$ cat config.mk
export PLATFORM = sky130hd
export DESIGN_NAME = irq_entry
export DESIGN_NICKNAME = d
export VERILOG_FILES = /design/src/rtl/irqd_pkg.sv /design/src/rtl/irqd_regs.sv /design/src/rtl/irqd_prio.sv /design/src/rtl/irqd_seq.sv /design/src/rtl/irq_entry.sv
export SDC_FILE = /design/constraint.sdc
export NUM_CORES = 1
export LEC_CHECK = 0
export BUFFER_PORTS_ARGS = -buffer_cell sky130_fd_sc_hd__buf_2
export CAP_MARGIN = 20
export CELL_PAD_IN_SITES_DETAIL_PLACEMENT = 0
export CELL_PAD_IN_SITES_GLOBAL_PLACEMENT = 1
export CORE_MARGIN = 10
export CORE_UTILIZATION = 33
export CTS_BUF_LIST = sky130_fd_sc_hd__clkbuf_16
export CTS_CLUSTER_DIAMETER = 100
export DETAILED_ROUTE_END_ITERATION = 10
export PLACE_DENSITY_LB_ADDON = 0.3
export SLEW_MARGIN = 20
export SYNTH_ARGS = -nofsm -noshare
export SYNTH_HDL_FRONTEND = slang
export SYNTH_SLANG_ARGS = --single-unit
$ cat constraint.sdc
create_clock -name clk -period 2.45 [get_ports clk]
set_clock_uncertainty 0.05 [all_clocks]
set_input_delay 0.1225 -clock clk [delete_from_list [all_inputs] [get_ports clk]]
set_output_delay 0.1225 -clock clk [all_outputs]
set_load 0.05 [all_outputs]
$ cat src/rtl/irqd_pkg.sv
package irqd_pkg;

    localparam int NSRC = 5;
    localparam int PC_W = 16;
    localparam int DW   = 8;
    localparam int RD_W = 8;

    typedef enum logic [2:0] {
        ST_IDLE,
        ST_WAIT1,
        ST_WAIT2,
        ST_PUSH_HI,
        ST_PICK,
        ST_PUSH_LO,
        ST_DONE
    } seq_state_e;

    typedef struct packed {
        logic              hit;
        logic [NSRC-1:0]   onehot;
        logic [PC_W-1:0]   vector;
    } pick_t;

    function automatic logic [RD_W-1:0] pad_ones(input logic [NSRC-1:0] v);
        return {{(RD_W-NSRC){1'b1}}, v};
    endfunction

endpackage

$ cat src/rtl/irqd_regs.sv
module irqd_regs
    import irqd_pkg::*;
#(
    parameter int EI_DELAY = 4
) (
    input  logic            clk,
    input  logic            rst,
    input  logic [NSRC-1:0] src_req,
    input  logic            ie_we,
    input  logic            if_we,
    input  logic [NSRC-1:0] reg_wdata,
    input  logic [NSRC-1:0] ack_mask,
    input  logic            ime_set,
    input  logic            ime_clr,
    input  logic            ime_drop,
    output logic [NSRC-1:0] ie_q,
    output logic [NSRC-1:0] if_q,
    output logic            ime
);
    localparam int CW = $clog2(EI_DELAY + 1);

    logic [CW-1:0]   ei_cnt;
    logic [NSRC-1:0] if_nxt;

    always_comb begin
        if_nxt = if_q;
        if (if_we) if_nxt = reg_wdata;
        if_nxt = if_nxt & ~ack_mask;
        if_nxt = if_nxt | src_req;
    end

    always_ff @(posedge clk) begin
        if (rst) begin
            ie_q <= '0;
            if_q <= '0;
        end else begin
            if (ie_we) ie_q <= reg_wdata;
            if_q <= if_nxt;
        end
    end

    always_ff @(posedge clk) begin
        if (rst) begin
            ime    <= 1'b0;
            ei_cnt <= '0;
        end else if (ime_drop || ime_clr) begin
            ime    <= 1'b0;
            ei_cnt <= '0;
        end else if (ime_set) begin
            ei_cnt <= CW'(EI_DELAY);
        end else if (ei_cnt == CW'(1)) begin
            ime    <= 1'b1;
            ei_cnt <= '0;
        end else if (ei_cnt != '0) begin
            ei_cnt <= ei_cnt - CW'(1);
        end
    end

    // acknowledge never targets more than one source
    a_r8_single_clear: assert property (@(posedge clk) disable iff (rst)
        $onehot0(ack_mask));

    // a request colliding with its acknowledge survives
    a_r9_set_wins: assert property (@(posedge clk) disable iff (rst)
        (|(ack_mask & src_req)) |=> (|(if_q & $past(ack_mask & src_req))));

    // a fresh enable request never turns ime on in the very next cycle
    a_r10_ime_delay: assert property (@(posedge clk) disable iff (rst)
        $rose(ime) |-> !$past(ime_set));

endmodule

$ cat src/rtl/irqd_prio.sv
module irqd_prio
    import irqd_pkg::*;
#(
    parameter int VEC_BASE   = 'h40,
    parameter int VEC_STRIDE = 8
) (
    input  logic [NSRC-1:0] pend,
    output pick_t           pick
);
    logic [PC_W-1:0] vec_tab [NSRC];

    for (genvar g = 0; g < NSRC; g++) begin : g_vec
        assign vec_tab[g] = PC_W'(VEC_BASE + VEC_STRIDE * g);
    end

    always_comb begin
        logic blocked;
        blocked = 1'b0;
        pick    = '0;
        for (int i = 0; i < NSRC; i++) begin
            if (pend[i] && !blocked) begin
                pick.hit       = 1'b1;
                pick.onehot[i] = 1'b1;
                pick.vector    = vec_tab[i];
            end
            blocked = blocked | pend[i];
        end
    end

endmodule

$ cat src/rtl/irqd_seq.sv
module irqd_seq
    import irqd_pkg::*;
(
    input  logic            clk,
    input  logic            rst,
    input  logic            ime,
    input  pick_t           pick,
    input  logic [PC_W-1:0] pc_in,
    input  logic [PC_W-1:0] sp_in,
    input  logic            mem_ack,
    output logic            start,
    output logic            busy,
    output logic            mem_we,
    output logic [PC_W-1:0] mem_addr,
    output logic [DW-1:0]   mem_wdata,
    output logic [NSRC-1:0] ack_mask,
    output logic            pc_load,
    output logic [PC_W-1:0] pc_out,
    output logic [PC_W-1:0] sp_out
);
    seq_state_e      state;
    logic [PC_W-1:0] pc_sv;
    logic [PC_W-1:0] sp_sv;
    logic [PC_W-1:0] vec_q;

    assign start = (state == ST_IDLE) && ime && pick.hit;

    always_ff @(posedge clk) begin
        if (rst) begin
            state <= ST_IDLE;
            pc_sv <= '0;
            sp_sv <= '0;
            vec_q <= '0;
        end else begin
            case (state)
                ST_IDLE: if (start) begin
                    state <= ST_WAIT1;
                    pc_sv <= pc_in;
                    sp_sv <= sp_in;
                end
                ST_WAIT1:   state <= ST_WAIT2;
                ST_WAIT2:   state <= ST_PUSH_HI;
                ST_PUSH_HI: if (mem_ack) state <= ST_PICK;
                ST_PICK: begin
                    vec_q <= pick.vector;
                    state <= ST_PUSH_LO;
                end
                ST_PUSH_LO: if (mem_ack) state <= ST_DONE;
                ST_DONE:    state <= ST_IDLE;
                default:    state <= ST_IDLE;
            endcase
        end
    end

    always_comb begin
        busy      = (state != ST_IDLE);
        mem_we    = (state == ST_PUSH_HI) || (state == ST_PUSH_LO);
        mem_addr  = (state == ST_PUSH_LO) ? sp_sv - PC_W'(2) : sp_sv - PC_W'(1);
        mem_wdata = (state == ST_PUSH_LO) ? pc_sv[DW-1:0] : pc_sv[PC_W-1 -: DW];
        ack_mask  = (state == ST_PICK) ? pick.onehot : '0;
        pc_load   = (state == ST_DONE);
        pc_out    = vec_q;
        sp_out    = sp_sv - PC_W'(2);
    end

    // an unacknowledged store keeps its address and data
    a_r3_store_hold: assert property (@(posedge clk) disable iff (rst)
        (mem_we && !mem_ack) |=> (mem_we && $stable(mem_addr) && $stable(mem_wdata)));

    // the load pulse never overlaps a store
    a_r4_load_quiet: assert property (@(posedge clk) disable iff (rst)
        pc_load |-> !mem_we);

endmodule

$ cat src/rtl/irq_entry.sv
module irq_entry
    import irqd_pkg::*;
#(
    parameter int EI_DELAY   = 4,
    parameter int VEC_BASE   = 'h40,
    parameter int VEC_STRIDE = 8
) (
    input  logic             clk,
    input  logic             rst,
    input  logic [4:0]       src_req,
    input  logic             ie_we,
    input  logic             if_we,
    input  logic [4:0]       reg_wdata,
    output logic [7:0]       ie_rdata,
    output logic [7:0]       if_rdata,
    input  logic             ime_set,
    input  logic             ime_clr,
    output logic             ime,
    input  logic [15:0]      pc_in,
    input  logic [15:0]      sp_in,
    output logic             busy,
    output logic             mem_we,
    output logic [15:0]      mem_addr,
    output logic [7:0]       mem_wdata,
    input  logic             mem_ack,
    output logic             pc_load,
    output logic [15:0]      pc_out,
    output logic [15:0]      sp_out
);
    logic [NSRC-1:0] ie_q;
    logic [NSRC-1:0] if_q;
    logic [NSRC-1:0] ack_mask;
    logic            start;
    pick_t           pick;

    irqd_regs #(.EI_DELAY(EI_DELAY)) u_regs (
        .clk(clk), .rst(rst), .src_req(src_req),
        .ie_we(ie_we), .if_we(if_we), .reg_wdata(reg_wdata),
        .ack_mask(ack_mask), .ime_set(ime_set), .ime_clr(ime_clr),
        .ime_drop(start), .ie_q(ie_q), .if_q(if_q), .ime(ime)
    );

    irqd_prio #(.VEC_BASE(VEC_BASE), .VEC_STRIDE(VEC_STRIDE)) u_prio (
        .pend(ie_q & if_q), .pick(pick)
    );

    irqd_seq u_seq (
        .clk(clk), .rst(rst), .ime(ime), .pick(pick),
        .pc_in(pc_in), .sp_in(sp_in), .mem_ack(mem_ack),
        .start(start), .busy(busy), .mem_we(mem_we),
        .mem_addr(mem_addr), .mem_wdata(mem_wdata), .ack_mask(ack_mask),
        .pc_load(pc_load), .pc_out(pc_out), .sp_out(sp_out)
    );

    assign ie_rdata = pad_ones(ie_q);
    assign if_rdata = pad_ones(if_q);

    // a dispatch only starts from an enabled, pending state
    a_r1_start_cond: assert property (@(posedge clk) disable iff (rst)
        $rose(busy) |-> ($past(ime) && $past(|(ie_q & if_q))));

    // the master enable is off as soon as a dispatch is running
    a_r2_ime_off: assert property (@(posedge clk) disable iff (rst)
        $rose(busy) |-> !ime);

endmodule

==> impl_metrics.csv <==
group,metric,value,unit
die,dieArea,0.0130,mm^2
critical_path,worstReg2RegEnd,"u_seq.sp_sv[9]",
yosys,async_reset_ff_share,0,%
final_layout,nNetsFinal,560,
timing,worst_pin_slew,0.547,ns
critical_path,r2r-start,"u_seq.state[2]",
critical_path,crit_type,"reg2out",
die,fp.dieH,114,um
clock_tree,cts-buffers-inserted,5,
yosys,ys_seq_area_share,36.3,%
global_routing,grt_pass1_vias,3045,
critical_path,crit_required,2.28,ns
clock_tree,cts.path.max_buffers,2,
yosys,synth_seq_cells,53,
die,start_util,33.7,%
critical_path,critPathMaxFanout,4,
power_and_ir_drop,vdd_drop_max,270,uV
worst_hold_path,hold_depth,2,
die,rows,34,
global_routing,grt_usage,13.6,%
yosys,synth_area_leaders,"dfxtp_1 (36%), nand2_1 (13%), a21oi_1 (7.5%)",
timing,drv_slew,0,
yosys,synthCells,386,
critical_path,reg2regPathDepth,5,
critical_path,crit_path_start,"u_seq.sp_sv[6]",
yosys,yosysUniqueCellTypes,49,
critical_path,critPathLaunchType,"flip-flop",
timing,worst_slack,-0.0900,ns
yosys,syn_area,0.00293,mm^2
clock_tree,cts_tree,"yes",
final_layout,antenna_cells,0,
timing,tns,-0.125,ns
job,cap_violations,0,
clock_tree,htree_levels,2,
final_layout,final_cell_mix,"nand2_1 (105), buf_2 (93), dfxtp_1 (51)",
yosys,synth_enable_flop_cells,0,
timing,setup_viol_count_final,2,
route,drc,0,
timing,rsz0062_at_grt,"yes",
placement,place_hpwl,7310,um
route,first_pass_iters,4,
placement,pre_cts_slack,0.0783,ns
clock_tree,clk_pin_slew,0.07,ns
yosys,synthDominantCellAreaShare,36.3,%
timing,min_period_over_period,104,%
power_and_ir_drop,power.density,447,mW/mm^2
final_layout,syn2layout_area_growth,39.7,%
clock_tree,cts_sinks,53,
critical_path,rrSetupSlack,0.55,ns
global_routing,grt-ovfl-total,0,
route,ant_nets,0,
final_layout,drive_above_1_share,35.4,%
route,first_iter_violations,84,
worst_hold_path,min_path_type,"in2reg",
global_routing,antenna_found_initial,0,
final_layout,final_common_cell,"nand2_1",
timing,slew_headroom,63.6,%
critical_path,cp-endpoint,"mem_addr[15]",
yosys,avgSynthCellArea,7.58,um^2
critical_path,arrival,2.37,ns
critical_path,crit_path_end_kind,"output port",
run_status,status,"finished with violations",
yosys,synthFlopType,"dfxtp_1",
yosys,synth.largest_area_cell,"dfxtp_1",
route,via_per_inst,4.71,
yosys,yosysWarningCount,0,
placement,place_congestion,0.815,
placement,io_buffers,106,
route,totalWireLength,9160,um
global_routing,grt_max_degree,36,
global_routing,grt_pass1_wl,14800,um
timing,hold_viol_final,0,
die,die_width,114,um
route,wl_per_cell,14.9,um
clock_tree,cts_root_buf,"clkbuf_16",
clock_tree,clock_latency,0.29,ns
route,routed-via-count,2893,
timing,period_minus_slack,2.54,ns
run_status,failed_checks,"setup timing",
power_and_ir_drop,power.leakage,1.79,nW
power_and_ir_drop,power.total,1.83,mW
timing,timing.fmax,394,MHz
die,core_area,0.00868,mm^2
die,ios,125,
-- repair_timing --
| item | CTS | global route |
|---|---|---|
| hold buffers | 4 | 0 |
| hold endpoints to repair | 5 | 0 |
| buffers inserted | 4 | 1 |
| gates resized for setup | 23 | 13 |
| pin swaps | 2 | 2 |
| setup endpoints to repair | 12 | 15 |
-- report_power, final --
part	internal, mW	switching [mW]	total (mW)
sequential	0.875	0.0156	0.891
clock	0.372	0.305	0.677
combinational	0.0764	0.182	0.259
total	1.32	0.503	1.83
-- cell families (layout without fill, tap and decap cells) --
family                   after synthesis  count (layout)  synth area share [%]
AND/OR/NAND/NOR                      166             166                  25.7
AO/OA/AOI/OAI                         64              64                  13.0
buffers and inverters                 56             160                  10.0
flip-flops                            53              53                  36.3
XOR/XNOR                              29              29                  8.68
multiplexers                          10              10                  3.55
adder cells (fa/ha/maj)                6               6                  2.57
other                                  2              18                 0.257
-- worst max-delay path: stages, from the launching register on --
cell and delay [ns]:
dfxtp_1 0.31, or4_4 0.54, or4b_4 0.54, nor4_4 0.34
xor2_4 0.17, buf_6 0.17
-- through the flow --
step	utilization [%]	instance area, um^2	cells	hold slack (ns)
5_1_grt	47.1	4090	614	0.0118
4_1_cts	46.6	4040	613	0.00428
3_5_place_dp	43.3	3760	597	0.277
6_report	47.1	4090	614	0.0142
2_1_floorplan	-	3140	402	0.151
3_3_place_gp	43.3	3760	597	0.265
-- synthesized netlist by cell type (2+ instances only) --
| cell type | number |
|---|---|
| or4_1 | 2 |
| a22o_1 | 2 |
| or3_1 | 3 |
| mux2_2 | 3 |
| o21ai_0 | 2 |
| a2111oi_0 | 2 |
| nand3_1 | 5 |
| nor2_1 | 24 |
| and3_1 | 3 |
| mux2i_1 | 7 |
| buf_4 | 19 |
| buf_2 | 3 |
| nor4_1 | 2 |
| a31oi_1 | 3 |
| conb_1 | 2 |
| ha_1 | 6 |
| xnor2_1 | 12 |
| nand4_1 | 3 |
| xor2_1 | 17 |
| nand2b_1 | 2 |
| nor3_1 | 5 |
| clkbuf_1 | 21 |
| inv_1 | 12 |
| dfxtp_1 | 53 |
| o31ai_1 | 2 |
| a21oi_1 | 44 |
| nand2_1 | 105 |
-- how the worst min path moves through the flow --
stage	start	slack (ns)	end
finish	src_req[4]	0.01	u_regs.if_q[4]
global route	src_req[0]	0.01	u_regs.if_q[0]
CTS	src_req[4]	0.004	u_regs.if_q[4]
detailed placement	ime_clr	0.28	u_regs.ime
global placement	ime_clr	0.26	u_regs.ime
floorplan	ime_clr	0.15	u_regs.ime
-- sequential cells by signal, summed over array words and instances, names as in the netlist --
name	count
u_seq.sp_sv	16
u_seq.pc_out	4
u_regs.ime	1
u_seq.state	3
u_regs.ie_q	5
u_seq.pc_sv	16
u_regs.ei_cnt	3
u_regs.if_q	5
-- metal layers --
metal | part of all wire (%) | vias to the layer above | GRT usage, %
met5 | 0 | - | 0
met4 | 0.76 | 0 | 3.34
li1 | - | 1470 | -
met1 | 42 | 1317 | 15.9
met3 | 9.2 | 8 | 5.19
met2 | 48 | 98 | 22.9
-- final cells by class --
cell class | instances | area (um^2)
repair buffers | 140 | 855
clock buffers | 5 | 125
clock inverters | 3 | 15.0
flip-flops and latches | 53 | 1060
multi-input cells | 293 | 1850
well taps | 108 | 135
inverters | 12 | 48.8
fillers | 905 | 4590
(Power assumes the default switching activity.)
